[src/rtl/bank_sel_pkg.sv]
// Package: shared types for the bank selector.
// Assumes: only two bank registers exist, so the select code is three-valued.
package bank_sel_pkg;

    typedef enum logic [1:0] {
        SEL_NONE = 2'd0,
        SEL_RUN  = 2'd1,
        SEL_IND  = 2'd2
    } reg_sel_e;

endpackage

[src/rtl/bank_addr_decode.sv]
// Module: decodes the processor bus into register selects and write pulses.
// Assumes: the two register addresses differ; a write is a valid cycle with rw low.
module bank_addr_decode
    import bank_sel_pkg::*;
#(
    parameter int ADDR_W   = 16,
    parameter int RUN_ADDR = 0,
    parameter int IND_ADDR = 1
) (
    input  logic              cpu_valid,
    input  logic              cpu_rw,
    input  logic [ADDR_W-1:0] cpu_addr,
    output reg_sel_e          sel,
    output logic              run_wr,
    output logic              ind_wr
);

    localparam logic [ADDR_W-1:0] RUN_A = ADDR_W'(RUN_ADDR);
    localparam logic [ADDR_W-1:0] IND_A = ADDR_W'(IND_ADDR);

    // Match the address against the two register locations.
    always_comb begin
        if (cpu_addr == RUN_A)      sel = SEL_RUN;
        else if (cpu_addr == IND_A) sel = SEL_IND;
        else                        sel = SEL_NONE;
    end

    // Form write pulses only for valid write cycles.
    always_comb begin
        run_wr = cpu_valid && !cpu_rw && (sel == SEL_RUN);
        ind_wr = cpu_valid && !cpu_rw && (sel == SEL_IND);
    end

endmodule

[src/rtl/bank_regfile.sv]
// Module: holds the run and indirect bank registers.
// Assumes: synchronous active-low reset; writes land at the clock edge, so
// readers see the new value from the following cycle.
module bank_regfile #(
    parameter int BANK_W = 4
) (
    input  logic              clk,
    input  logic              rst_n,
    input  logic              run_wr,
    input  logic              ind_wr,
    input  logic [BANK_W-1:0] wr_bank,
    output logic [BANK_W-1:0] run_q,
    output logic [BANK_W-1:0] ind_q
);

    localparam int NREG = 2;
    localparam logic [BANK_W-1:0] TOP_BANK = {BANK_W{1'b1}};

    logic [NREG-1:0]   wr_en;
    logic [BANK_W-1:0] regs [NREG];

    // Gather the write enables by register index (0 = run, 1 = indirect).
    always_comb begin
        wr_en = {ind_wr, run_wr};
    end

    for (genvar g = 0; g < NREG; g++) begin : g_reg
        // Load one bank register, resetting it to the top bank.
        always_ff @(posedge clk) begin
            if (!rst_n)        regs[g] <= TOP_BANK;
            else if (wr_en[g]) regs[g] <= wr_bank;
        end
    end

    // Expose the registers under their roles.
    always_comb begin
        run_q = regs[0];
        ind_q = regs[1];
    end

endmodule

[src/rtl/bank_out_stage.sv]
// Module: selects the bank output, builds the register read data and passes the
// bus lines to the pads with a drive enable.
// Assumes: DATA_W > BANK_W; pads float when bus_drive is low; the bank output has
// no float control.
module bank_out_stage
    import bank_sel_pkg::*;
#(
    parameter int ADDR_W = 16,
    parameter int DATA_W = 8,
    parameter int BANK_W = 4
) (
    input  logic              ind_xfer,
    input  logic              addr_en_n,
    input  logic              cpu_rw,
    input  logic [ADDR_W-1:0] cpu_addr,
    input  logic [DATA_W-1:0] cpu_wdata,
    input  reg_sel_e          sel,
    input  logic [BANK_W-1:0] run_q,
    input  logic [BANK_W-1:0] ind_q,
    output logic [BANK_W-1:0] bank,
    output logic              reg_hit,
    output logic [DATA_W-1:0] reg_rdata,
    output logic              bus_drive,
    output logic [ADDR_W-1:0] bus_addr,
    output logic [DATA_W-1:0] bus_wdata,
    output logic              bus_rw
);

    localparam int PAD_W = DATA_W - BANK_W;

    // Pick the indirect register only during the strobed transfer cycle.
    always_comb begin
        bank = ind_xfer ? ind_q : run_q;
    end

    // Return the selected register zero-extended on reads.
    always_comb begin
        reg_hit   = cpu_rw && (sel != SEL_NONE);
        reg_rdata = '0;
        if (cpu_rw) begin
            case (sel)
                SEL_RUN: reg_rdata = {{PAD_W{1'b0}}, run_q};
                SEL_IND: reg_rdata = {{PAD_W{1'b0}}, ind_q};
                default: reg_rdata = '0;
            endcase
        end
    end

    // Forward the bus lines; the address enable only gates pad drive.
    always_comb begin
        bus_drive = !addr_en_n;
        bus_addr  = cpu_addr;
        bus_wdata = cpu_wdata;
        bus_rw    = cpu_rw;
    end

endmodule

[src/rtl/bank_selector.sv]
// Module: top of the bank selector. Wires the decoder, register file and output
// stage together.
// Assumes: a single clock; the strobe comes from the processor sequencer and is
// high for exactly the data-transfer cycle of an indirect load or store.
module bank_selector
    import bank_sel_pkg::*;
#(
    parameter int ADDR_W   = 16,
    parameter int DATA_W   = 8,
    parameter int BANK_W   = 4,
    parameter int RUN_ADDR = 0,
    parameter int IND_ADDR = 1
) (
    input  logic              clk,
    input  logic              rst_n,
    input  logic              cpu_valid,
    input  logic              cpu_rw,
    input  logic [ADDR_W-1:0] cpu_addr,
    input  logic [DATA_W-1:0] cpu_wdata,
    input  logic              ind_xfer,
    input  logic              addr_en_n,
    output logic [BANK_W-1:0] bank,
    output logic              reg_hit,
    output logic [DATA_W-1:0] reg_rdata,
    output logic              bus_drive,
    output logic [ADDR_W-1:0] bus_addr,
    output logic [DATA_W-1:0] bus_wdata,
    output logic              bus_rw
);

    reg_sel_e          sel;
    logic              run_wr;
    logic              ind_wr;
    logic [BANK_W-1:0] run_q;
    logic [BANK_W-1:0] ind_q;

    bank_addr_decode #(
        .ADDR_W  (ADDR_W),
        .RUN_ADDR(RUN_ADDR),
        .IND_ADDR(IND_ADDR)
    ) u_decode (
        .cpu_valid(cpu_valid),
        .cpu_rw   (cpu_rw),
        .cpu_addr (cpu_addr),
        .sel      (sel),
        .run_wr   (run_wr),
        .ind_wr   (ind_wr)
    );

    bank_regfile #(
        .BANK_W(BANK_W)
    ) u_regs (
        .clk    (clk),
        .rst_n  (rst_n),
        .run_wr (run_wr),
        .ind_wr (ind_wr),
        .wr_bank(cpu_wdata[BANK_W-1:0]),
        .run_q  (run_q),
        .ind_q  (ind_q)
    );

    bank_out_stage #(
        .ADDR_W(ADDR_W),
        .DATA_W(DATA_W),
        .BANK_W(BANK_W)
    ) u_out (
        .ind_xfer (ind_xfer),
        .addr_en_n(addr_en_n),
        .cpu_rw   (cpu_rw),
        .cpu_addr (cpu_addr),
        .cpu_wdata(cpu_wdata),
        .sel      (sel),
        .run_q    (run_q),
        .ind_q    (ind_q),
        .bank     (bank),
        .reg_hit  (reg_hit),
        .reg_rdata(reg_rdata),
        .bus_drive(bus_drive),
        .bus_addr (bus_addr),
        .bus_wdata(bus_wdata),
        .bus_rw   (bus_rw)
    );

endmodule

[config.mk]
export PLATFORM = sky130hd
export DESIGN_NAME = bank_selector
export DESIGN_NICKNAME = d
export VERILOG_FILES = /design/src/rtl/bank_sel_pkg.sv /design/src/rtl/bank_addr_decode.sv /design/src/rtl/bank_regfile.sv /design/src/rtl/bank_out_stage.sv /design/src/rtl/bank_selector.sv
export SDC_FILE = /design/constraint.sdc
export NUM_CORES = 1
export LEC_CHECK = 0
export ABC_AREA = 1
export CAP_MARGIN = 30
export CORE_MARGIN = 4
export CORE_UTILIZATION = 34
export DETAILED_ROUTE_END_ITERATION = 16
export PLACE_DENSITY = 0.89
export SYNTH_ARGS = -nofsm -noshare
export SYNTH_HDL_FRONTEND = slang
export SYNTH_HIERARCHICAL = 1
export SYNTH_SLANG_ARGS = --single-unit
[constraint.sdc]
create_clock -name clk -period 2.3 [get_ports clk]
set_input_delay 0.23 -clock clk [delete_from_list [all_inputs] [get_ports clk]]
set_output_delay 0.23 -clock clk [all_outputs]
set_load 0.1 [all_outputs]
* Word-level counts from Yosys, hierarchy flattened *
Memories as Yosys holds them, arrays and structs flattened.
Index checks and enable logic that the tools add are counted.

word-level totals
  register bits after elaboration = 0
  latch bits = 0
  bits in writable memories = 8
  memory bits (read-only) = 0
  input bits = 30
  output and inout port bits = 39
  logic and storage cells = 28
  memories = 1

cells by class
  add/sub/neg operators = 0
  $mul = 0
  div/mod/pow operators = 0
  order comparisons = 0
  eq/ne operators = 3
  shift operators = 0
  multiplexer cells = 14
  bitwise logic cells = 2
  reduce and logical (&&, ||, !) cells = 8

memories
  name         depth  bits a word  read ports  clocked after memory_dff  write ports  line                source
  u_regs.regs  2      4            2           0                         2            bank_regfile.sv:20  logic [BANK_W-1:0] regs [NREG];

operators by type and width
  kind                                                                    number
  16-bit by 1-bit equality test with 1-bit output, second input constant  1
  16-bit logical NOT                                                      1
  4-bit 2-to-1 mux                                                        3
  8-bit 2-to-1 mux                                                        1
  4-bit one-hot mux with 2 select lines                                   1
  1-bit 2-to-1 mux                                                        7
  1-bit logical AND                                                       4
  2-bit 2-to-1 mux                                                        2
  2-bit by 1-bit equality test with 1-bit output, second input constant   1
  2-bit equality test, second input constant                              1
  1-bit logical NOT                                                       2
  1-bit OR                                                                2
  2-bit nonzero test                                                      1

* Depth between registers and ports, before layout *
Gate-level depths: netlist of the first run.

  depth after elaboration = 9
  gate-level depth with buffers = 10
  gate-level depth less buffers = 10

* Modules after synthesis *
The synthesis of the first run kept the hierarchy.

modules (own cells, without submodules)
  module            instances  cells an instance  area an instance (um^2)  seq. area each (um^2)
  bank_out_stage    1          63                 381.6                    0.0
  bank_regfile      1          25                 321.6                    240.2
  bank_addr_decode  1          26                 102.6                    0.0

* Least setup slack after synthesis of the first run *
No wires, ideal clock.

  path kind = input to output
  start point = input port cpu_addr[15]
  end point = output port reg_rdata[0]
  arrival = 2.476 ns
  required time = 2.070 ns
  setup slack = -0.406 ns
  stages = 9
  buffers on the path = 0
  cell sequence = nor2_1 -> nand2_1 -> nor2_2 -> nand2_1 -> inv_1 -> inv_1 -> ha_1 -> nand2_1 -> a21oi_1

on the way
  elaborated cells on any way between the ends = 8
  those cells by class = eq/ne: 3; mux: 4; reduce/logical: 1

RTL lines
  item                                                                                          line                    source
  from (decl)                                                                                   bank_selector.sv:18     input logic [ADDR_W-1:0] cpu_addr,
  16-bit logical NOT (*)                                                                        bank_addr_decode.sv:23  if (cpu_addr == RUN_A) sel = SEL_RUN;
  2-bit 2-to-1 mux (*)                                                                          bank_addr_decode.sv:23
  net sel[0]                                                                                    bank_selector.sv:31     reg_sel_e sel;
  2-bit equality test / 2-bit by 1-bit equality test with 1-bit output (equally long branches)  bank_out_stage.sv:41    case (sel)
  4-bit one-hot mux with 2 select lines (*)                                                     bank_out_stage.sv:41
  8-bit 2-to-1 mux (*)                                                                          bank_out_stage.sv:40    if (cpu_rw) begin
  to (decl)                                                                                     bank_selector.sv:24     output logic [DATA_W-1:0] reg_rdata,

The timed path passes the listed nets; every way through them passes the cells marked *.

* Worst setup path in the final report of the first run *
  start point = input port cpu_addr[3]
  end point = output port reg_rdata[1]

Same word-level chain as after synthesis.

==> results of run 1 <==
[kinds of logic (layout without fill, tap and decap cells)]
family	count (synthesis)	after routing	share of synthesized area
AO/OA/AOI/OAI	8	8	0.0497
adder cells (fa/ha/maj)	3	3	0.0466
buffers and inverters	48	77	0.368
flip-flops	8	8	0.298
other	1	4	0.00465
AND/OR/NAND/NOR	46	46	0.233
[per-layer routing]
metal | up-vias | part of all wire
met4 | 0 | 0.036
met5 | - | 0
met1 | 328 | 0.31
met3 | 8 | 0.090
met2 | 46 | 0.56
li1 | 384 | -
[cells in the mapped netlist]
master     n  share of area
conb_1     1         0.0047
inv_1     18          0.084
ha_1       3          0.047
edfxtp_1   8           0.30
nor2_2     2          0.016
a21oi_1    4          0.025
nor2_1    13          0.061
o21ai_0    4          0.025
nand2_1   23           0.11
buf_4     29           0.27
buf_6      1          0.014
nand3_1    8          0.050
[layout make-up]
type | count | area [um^2] | area share
timing repair buffer | 56 | 598 | 0.456
multi-input combinational | 61 | 348 | 0.265
sequential | 8 | 240 | 0.183
inverter | 18 | 67.6 | 0.0515
tap | 28 | 35.0 | 0.0267
clock buffer | 3 | 22.5 | 0.0172
[worst max path at each step]
| stage | endpoint | slack [ns] | cells after the start |
|---|---|---|---|
| 2_1_floorplan | reg_rdata[0] | -0.41 | 9 |
| 3_3_place_gp | reg_rdata[3] | 0.07 | 11 |
| 3_5_place_dp | reg_rdata[1] | 0.002 | 12 |
| 4_1_cts | reg_rdata[1] | 0.0004 | 12 |
| 5_1_grt | reg_rdata[1] | -0.01 | 11 |
| 6_report | reg_rdata[1] | 0.13 | 11 |
[critical path: stages]
cell and delay [ns]:
clkdlybuf4s50_1 0.43, nor2_2 0.13, nand2_1 0.07, nor2_1 0.11, nand2_1 0.08, inv_1 0.08, inv_1 0.08, ha_4 0.28
nand2_4 0.09, a21oi_4 0.17, buf_12 0.19
[metrics by stage]
stage	TNS, ns	instance area (um^2)	setup slack [ns]
global route	-0.0105	1310	-0.00970
CTS	0	1240	0.000367
detailed placement	0	1220	0.00193
finish	0	1310	0.130
global placement	0	1220	0.0672
floorplan	-1.62	820	-0.406
[power groups by stage]
stage	clock, uW	combinational [uW]	sequential, uW
4_1_cts	105	350	172
6_report	102	349	172
3_5_place_dp	0	350	175
5_1_grt	114	359	173
3_3_place_gp	0	346	174
2_1_floorplan	0	307	173
==> impl_metrics.csv, run 1 <==
group,metric,value,unit
synthesis,syn_avg_cell_area,7.07,um^2
clock_tree,cts_resized,0,
final_layout,finalNonFillerCells,174,
clock_tree,h-tree-depth,1,
final_layout,area_growth,62.7,%
synthesis,seq_area_frac_synth,0.298,
min_path,hold_class,"primary input to primary output",
final_layout,final_common_cell,"clkdlybuf4s50_1",
final_layout,num-nets-final,181,
synthesis,ys_types,12,
sta,whs,0.460,ns
sta,setup_viol,0,
synthesis,ys_ff_latch,8,
min_path,min_to,"bus_wdata[4]",
clock_tree,cts_tree,"yes",
pwr,swShare,0.493,
placed_design,gp_congestion,0.660,
final_layout,fin_util,0.587,
final_layout,mostFrequentLayoutCells,"24 x clkdlybuf4s50_1, 22 x buf_4, 22 x nand2_1",
grt,use_met1,0.0946,
worst_setup_path,worstPathArrival,1.94,ns
grt,antenna_found_initial,0,
worst_setup_path,cp-startpoint,"cpu_addr[3]",
floorplan,die_y,56.7,um
min_path,hold_start,"cpu_wdata[4]",
drt,firstDrtPassIters,2,
synthesis,mappedNetlistArea,806,um^2
grt,grt_pass1_wl,2.88,mm
sta,drv_slew,0,
grt,grtUsageMet3,0.0115,
sta,fmax,0.461,GHz
floorplan,die_x,56.7,um
final_layout,num-fill-cells,194,
synthesis,yosysWarnings,6,
worst_setup_path,endpoint_kind,"primary output",
placed_design,dp_cells,171,
worst_setup_path,critPathRequiredTime,2.07,ns
grt,grt-ovfl-total,0,
grt,grt_max_degree,11,
clock_tree,clock-sinks,8,
worst_setup_path,path_class,"primary input to primary output",
sta,period_share,0.944,
worst_setup_path,startpoint_type,"primary input",
clock_tree,cts_root_buf,"clkbuf_4",
job,cap_violations,0,
pwr,power.density,475,nW/um^2
final_layout,drive_above_1_share,0.295,
drt,vias_per_cell,4.40,
clock_tree,ctsHoldBuffers,0,
drt,wire_per_inst,11.9,um
drt,first_iter_violations,12,
floorplan,start_util,0.361,
grt,top_usage_layer,"met2",
floorplan,ios,69,
pwr,peakVddDrop,247,uV
pwr,p_int,316,uW
placed_design,dp_hpwl,1.73,mm
clock_tree,post_cts_buffers,0,
pwr,p_sw,307,uW
placed_design,portBuffers,56,
clock_tree,clockBufferDepth,2,
synthesis,synth_cells,114,
final_layout,n_antenna_cell,0,
clock_tree,cts_made_buffers,3,
run_status,status,"complete, no violations",
sta,period_minus_slack,2.17,ns
floorplan,die_area,3210,um^2
drt,vias,766,
grt,grt_util_all_layers,0.115,
floorplan,rows,17,
grt,grt_pass1_vias,706,
pwr,total_power,623,uW
drt,drtAntennaViolNets,0,
final_layout,regMostFlops,"u_regs/regs",
floorplan,core_area,2230,um^2
pwr,pwr-share-comb,0.560,
final_layout,top_regs,"u_regs/regs: 8 flops",
drt,drc_errors,0,
worst_setup_path,path_max_fanout,4,
pwr,seqPwrFrac,0.276,
drt,wirelength,2.07,mm
pwr,clkPwrFrac,0.164,
sta,hold_viol_final,0,
pwr,leakage,0.000568,uW
min_path,min_path_cells,0,
final_layout,largest_register_ffs,8,
grt,met2_usage,0.239,
Power figures use the tool's default switching activity.
==> run 2, diff against run 1 <==
--- a/config.mk
+++ b/config.mk
@@ -11,6 +11,8 @@
 export CORE_UTILIZATION = 34
 export DETAILED_ROUTE_END_ITERATION = 16
 export PLACE_DENSITY = 0.89
+export SETUP_SLACK_MARGIN = 0.15
+export SLEW_MARGIN = 20
 export SYNTH_ARGS = -nofsm -noshare
 export SYNTH_HDL_FRONTEND = slang
 export SYNTH_HIERARCHICAL = 1
==> run 2 against run 1 <==
Combinational power about the same. Largest power group unchanged. Flip-flop and latch count unchanged. Routed wire length up 8.5%. Maximum frequency up 11%. Sequential share of layout area down 0.74 points. Count of clock-buffer cells in the layout unchanged. Hold slack unchanged. Largest cell class unchanged. Clock power about the same.
==> impl_metrics.csv, run 2 (same netlist as run 1, synthesis figures left out) <==
group,metric,value,unit
placed_design,dp_hpwl,1.73,mm
pwr,p_int,312,uW
sta,period_minus_slack,1.95,ns
clock_tree,cts_tree,"yes",
grt,grt_pass1_vias,757,
clock_tree,h-tree-depth,1,
final_layout,regArea,240,um^2
sta,period_share,0.849,
clock_tree,post_cts_buffers,0,
drt,first_iter_violations,19,
floorplan,rows,17,
final_layout,multi_input_area,369,um^2
placed_design,dpl-instance-area,1220,um^2
clock_tree,cts_made_buffers,3,
clock_tree,clockBufferDepth,2,
drt,vias,799,
worst_setup_path,path_max_fanout,4,
final_layout,n_antenna_cell,0,
final_layout,drive_above_1_share,0.342,
grt,grt_pass1_wl,3.12,mm
floorplan,ios,69,
final_layout,num-nets-final,181,
sta,hold_viol_final,0,
drt,drtAntennaViolNets,0,
drt,drc_errors,0,
sta,fmax,0.512,GHz
drt,wire_per_inst,12.9,um
final_layout,area_growth,69.6,%
pwr,leakage,0.000689,uW
worst_setup_path,startpoint_type,"primary input",
min_path,hold_class,"primary input to primary output",
floorplan,die_y,56.7,um
final_layout,largest_register_ffs,8,
floorplan,core_area,2230,um^2
final_layout,fin_area,1370,um^2
pwr,power.density,454,nW/um^2
floorplan,die_area,3210,um^2
pwr,clkPwrFrac,0.163,
job,cap_violations,0,
floorplan,start_util,0.361,
sta,rsz0062_at_grt,"false",
pwr,peakVddDrop,247,uV
final_layout,final_common_cell,"buf_4",
drt,vias_per_cell,4.59,
pwr,pwr-share-comb,0.560,
placed_design,portBuffers,56,
drt,firstDrtPassIters,6,
grt,grt_max_degree,11,
sta,drv_slew,0,
grt,grt-ovfl-total,0,
run_status,status,"complete, no violations",
final_layout,regMostFlops,"u_regs/regs",
final_layout,num-fill-cells,190,
clock_tree,cts_root_buf,"clkbuf_4",
final_layout,top_regs,"u_regs/regs: 8 flops",
worst_setup_path,worstPathArrival,1.72,ns
sta,setup_tns,0,ns
clock_tree,clock-sinks,8,
pwr,p_sw,309,uW
pwr,seqPwrFrac,0.277,
worst_setup_path,endpoint_kind,"primary output",
pwr,swShare,0.498,
worst_setup_path,critPathRequiredTime,2.07,ns
grt,antenna_found_initial,0,
floorplan,die_x,56.7,um
placed_design,gp_congestion,0.660,
worst_setup_path,path_class,"primary input to primary output",
grt,grt_util_all_layers,0.126,
drt,wirelength,2.25,mm
sta,setup_viol,0,
final_layout,mostFrequentLayoutCells,"22 x buf_4, 20 x nand2_1, 15 x dlymetal6s2s_1",
clock_tree,ctsHoldBuffers,0,
==> run 2: changes by cell type in the layout (fill, tap and decap cells not counted), sizes merged <==
cell | previous run | this run
dlygate4sd2 | 0 | 1
clkdlybuf4s50 | 24 | 9
dlymetal6s2s | 1 | 15
==> run 2: cell type report <==
cell class,count,area share
repair buffers,56,0.462
well taps,28,0.0256
inverters,18,0.0495
clock buffers,3,0.0165
flip-flops and latches,8,0.176
multi-input cells,61,0.270
==> run 2: critical path: stages <==
cell and delay, ns:
dlygate4sd2_1 0.24, inv_1 0.05, nor2_1 0.10, nand2_1 0.06, nor2_1 0.13, nand2_2 0.08, inv_2 0.07, inv_2 0.05
ha_4 0.28, nand2_8 0.07, a21oi_4 0.17, buf_12 0.19
==> run 2: power by group through the flow <==
stage	clock (uW)	sequential, uW	combinational (uW)
after floorplan	0	173	307
after global placement	0	174	346
after detailed placement	0	175	350
after CTS	105	172	350
after global routing	114	173	357
final	101	172	348
==> run 2: worst paths after layout <==
kind	startpoint	to	slack, ns	depth (start not counted)
setup / recovery	cpu_addr[0]	reg_rdata[1]	0.35	12
hold / removal	cpu_wdata[4]	bus_wdata[4]	0.46	0
==> run 2: layer usage <==
metal,up-vias,part of all wire,GRT usage
met1,353,0.31,0.0987
met2,59,0.56,0.254
met5,-,0,0
met4,0,0.036,0.115
li1,379,-,-
met3,8,0.094,0.0138
==> run 2: timing repair <==
action / CTS / global route
setup endpoints to repair: 4 / 4
pin swaps: 2 / 16
gates resized for setup: 13 / 23
==> run 2: through the flow <==
| stage | hold WS (ns) | setup slack (ns) | power (uW) | utilization | std cells |
|---|---|---|---|---|---|
| final | 0.460 | 0.347 | 621 | 0.612 | 174 |
| after global routing | 0.460 | 0.228 | 644 | 0.612 | 174 |
| after CTS | 0.461 | 0.151 | 627 | 0.585 | 174 |
| after detailed placement | 0.461 | 0.00193 | 525 | 0.547 | 171 |
| after global placement | 0.461 | 0.0672 | 520 | 0.547 | 171 |
| after floorplan | 0.413 | -0.406 | 480 | - | 117 |
==> run 3, diff against run 2 <==
--- a/config.mk
+++ b/config.mk
@@ -8,9 +8,9 @@
 export ABC_AREA = 1
 export CAP_MARGIN = 30
 export CORE_MARGIN = 4
-export CORE_UTILIZATION = 34
+export CORE_UTILIZATION = 28
 export DETAILED_ROUTE_END_ITERATION = 16
-export PLACE_DENSITY = 0.89
+export PLACE_DENSITY = 0.79
 export SETUP_SLACK_MARGIN = 0.15
 export SLEW_MARGIN = 20
 export SYNTH_ARGS = -nofsm -noshare
==> constraint.sdc (replaced) <==
create_clock -name clk -period 1.6 [get_ports clk]
set_input_delay 0.16 -clock clk [delete_from_list [all_inputs] [get_ports clk]]
set_output_delay 0.16 -clock clk [all_outputs]
set_load 0.1 [all_outputs]
==> run 3 against run 2 <==
The run now ends with negative setup slack left. Clock power up 54%. Cell count up 15%. Flip-flop and latch count unchanged. Non-clock buffer count up 23. Critical path type unchanged.
==> impl_metrics.csv, run 3 (same netlist as run 1, synthesis figures left out) <==
group,metric,value,unit
run_status,status,"finished with violations",
run_status,failed_checks,"negative setup slack",
floorplan,rows,19,
grt,grt_pass1_vias,949,
final_layout,area_growth,127,%
sta,rsz0062_at_grt,"true",
drt,drc_errors,0,
sta,drv_slew,0,
drt,firstDrtPassIters,4,
worst_setup_path,cp.depth,11,
pwr,power.density,571,nW/um^2
pwr,peakVddDrop,401,uV
pwr,leakage,0.000793,uW
final_layout,drive_above_1_share,0.586,
sta,worst_slack,-0.0331,ns
final_layout,mostFrequentLayoutCells,"31 x buf_12, 22 x buf_4, 19 x nand2_1",
clock_tree,cts_tree,"yes",
sta,setup_viol,4,
clock_tree,clockBufferDepth,2,
min_path,hold_class,"primary input to primary output",
drt,first_iter_violations,20,
grt,grt_max_degree,11,
grt,grt-ovfl-total,0,
worst_setup_path,path_class,"primary input to primary output",
floorplan,ios,69,
grt,grt_util_all_layers,0.140,
final_layout,regMostFlops,"u_regs/regs",
worst_setup_path,cp_cell_sequence,"buf_6, nor2_1, nand2_1, nor2_1, nand2_1, inv_2, inv_2, ha_4, nand2_8, a21oi_4, buf_12",
final_layout,n_antenna_cell,0,
sta,setup_tns,-0.118,ns
placed_design,dp_hpwl,2.21,mm
sta,period_minus_slack,1.63,ns
sta,whs,0.320,ns
final_layout,top_regs,"u_regs/regs: 8 flops",
final_layout,fin_util,0.665,
worst_setup_path,worstPathArrival,1.47,ns
final_layout,final_common_cell,"buf_12",
worst_setup_path,critPathSlowestCell,"ha_4",
worst_setup_path,startpoint_type,"primary input",
floorplan,start_util,0.292,
sta,hold_viol_final,0,
worst_setup_path,endpoint_kind,"primary output",
clock_tree,clock-sinks,8,
worst_setup_path,crit_buf_inv,4,
floorplan,die_y,61.6,um
clock_tree,h-tree-depth,1,
placed_design,portBuffers,56,
final_layout,num-fill-cells,218,
worst_setup_path,critPathRequiredTime,1.44,ns
floorplan,die_area,3800,um^2
worst_setup_path,path_max_fanout,4,
drt,wirelength,2.63,mm
worst_setup_path,cp_slowest_stage_delay,0.29,ns
drt,vias,847,
worst_setup_path,cp_top_family,"simple AND/OR/NAND/NOR gates",
clock_tree,cts_root_buf,"clkbuf_4",
placed_design,gp_congestion,0.672,
grt,antenna_found_initial,0,
final_layout,num-nets-final,204,
drt,vias_per_cell,4.24,
job,cap_violations,0,
sta,period_share,1.02,
floorplan,die_x,61.6,um
floorplan,core_area,2760,um^2
clock_tree,cts_made_buffers,3,
min_path,min_path_cells,0,
drt,drtAntennaViolNets,0,
drt,wire_per_inst,13.2,um
grt,grt_pass1_wl,4.02,mm
sta,fmax,0.612,GHz
final_layout,largest_register_ffs,8,
[run 3: changes by cell type in the layout (fill, tap and decap cells not counted), moves of 5 or more]
cell | before | now
buf_12 | 9 | 31
dlymetal6s2s_1 | 15 | 0
buf_6 | 0 | 12
nor2_4 | 1 | 7
buf_2 | 0 | 5
nor2_1 | 11 | 6
[run 3: area by class of cell]
type                    instances  area, um^2  area share
well taps                      31        38.8      0.0212
clock buffers                   3        22.5      0.0123
flip-flops and latches          8         240       0.131
inverters                      18        67.6      0.0369
multi-input cells              61         429       0.234
repair buffers                 79        1030       0.565
[run 3: per-layer routing]
layer  global-route usage  vias to the layer above  part of all wire
li1                     -                      429                 -
met1                0.127                      377              0.30
met2                0.296                       37              0.61
met3               0.0335                        4             0.080
met4               0.0394                        0             0.015
met5                    0                        -                 0
[run 3: report_power, final]
group          switching (uW)  leakage, uW  internal (uW)
Combinational             412     0.000699            231
Sequential               6.36    0.0000807            241
Clock                    70.3    0.0000138           86.0
Total                     489     0.000793            558
[run 3: final timing paths]
check	startpoint	end	slack (ns)
max	cpu_addr[7]	reg_rdata[1]	-0.03
min	cpu_wdata[4]	bus_wdata[4]	0.32
[run 3: what timing repair did]
action	in CTS	in global routing
hold buffers	0	0
pin swaps	18	10
setup endpoints to repair	14	13
gates resized for setup	81	9
endpoints found under the hold margin	0	0
setup buffers	4	0
[run 3: through the flow]
stage	setup slack (ns)	total power [uW]	cells	cell area [um^2]
global placement	-0.379	882	193	1750
finish	-0.0331	1050	200	1830
detailed placement	-0.427	893	193	1750
global route	-0.102	1080	200	1830
CTS	-0.00344	1040	200	1790
floorplan	-0.0336	696	117	928
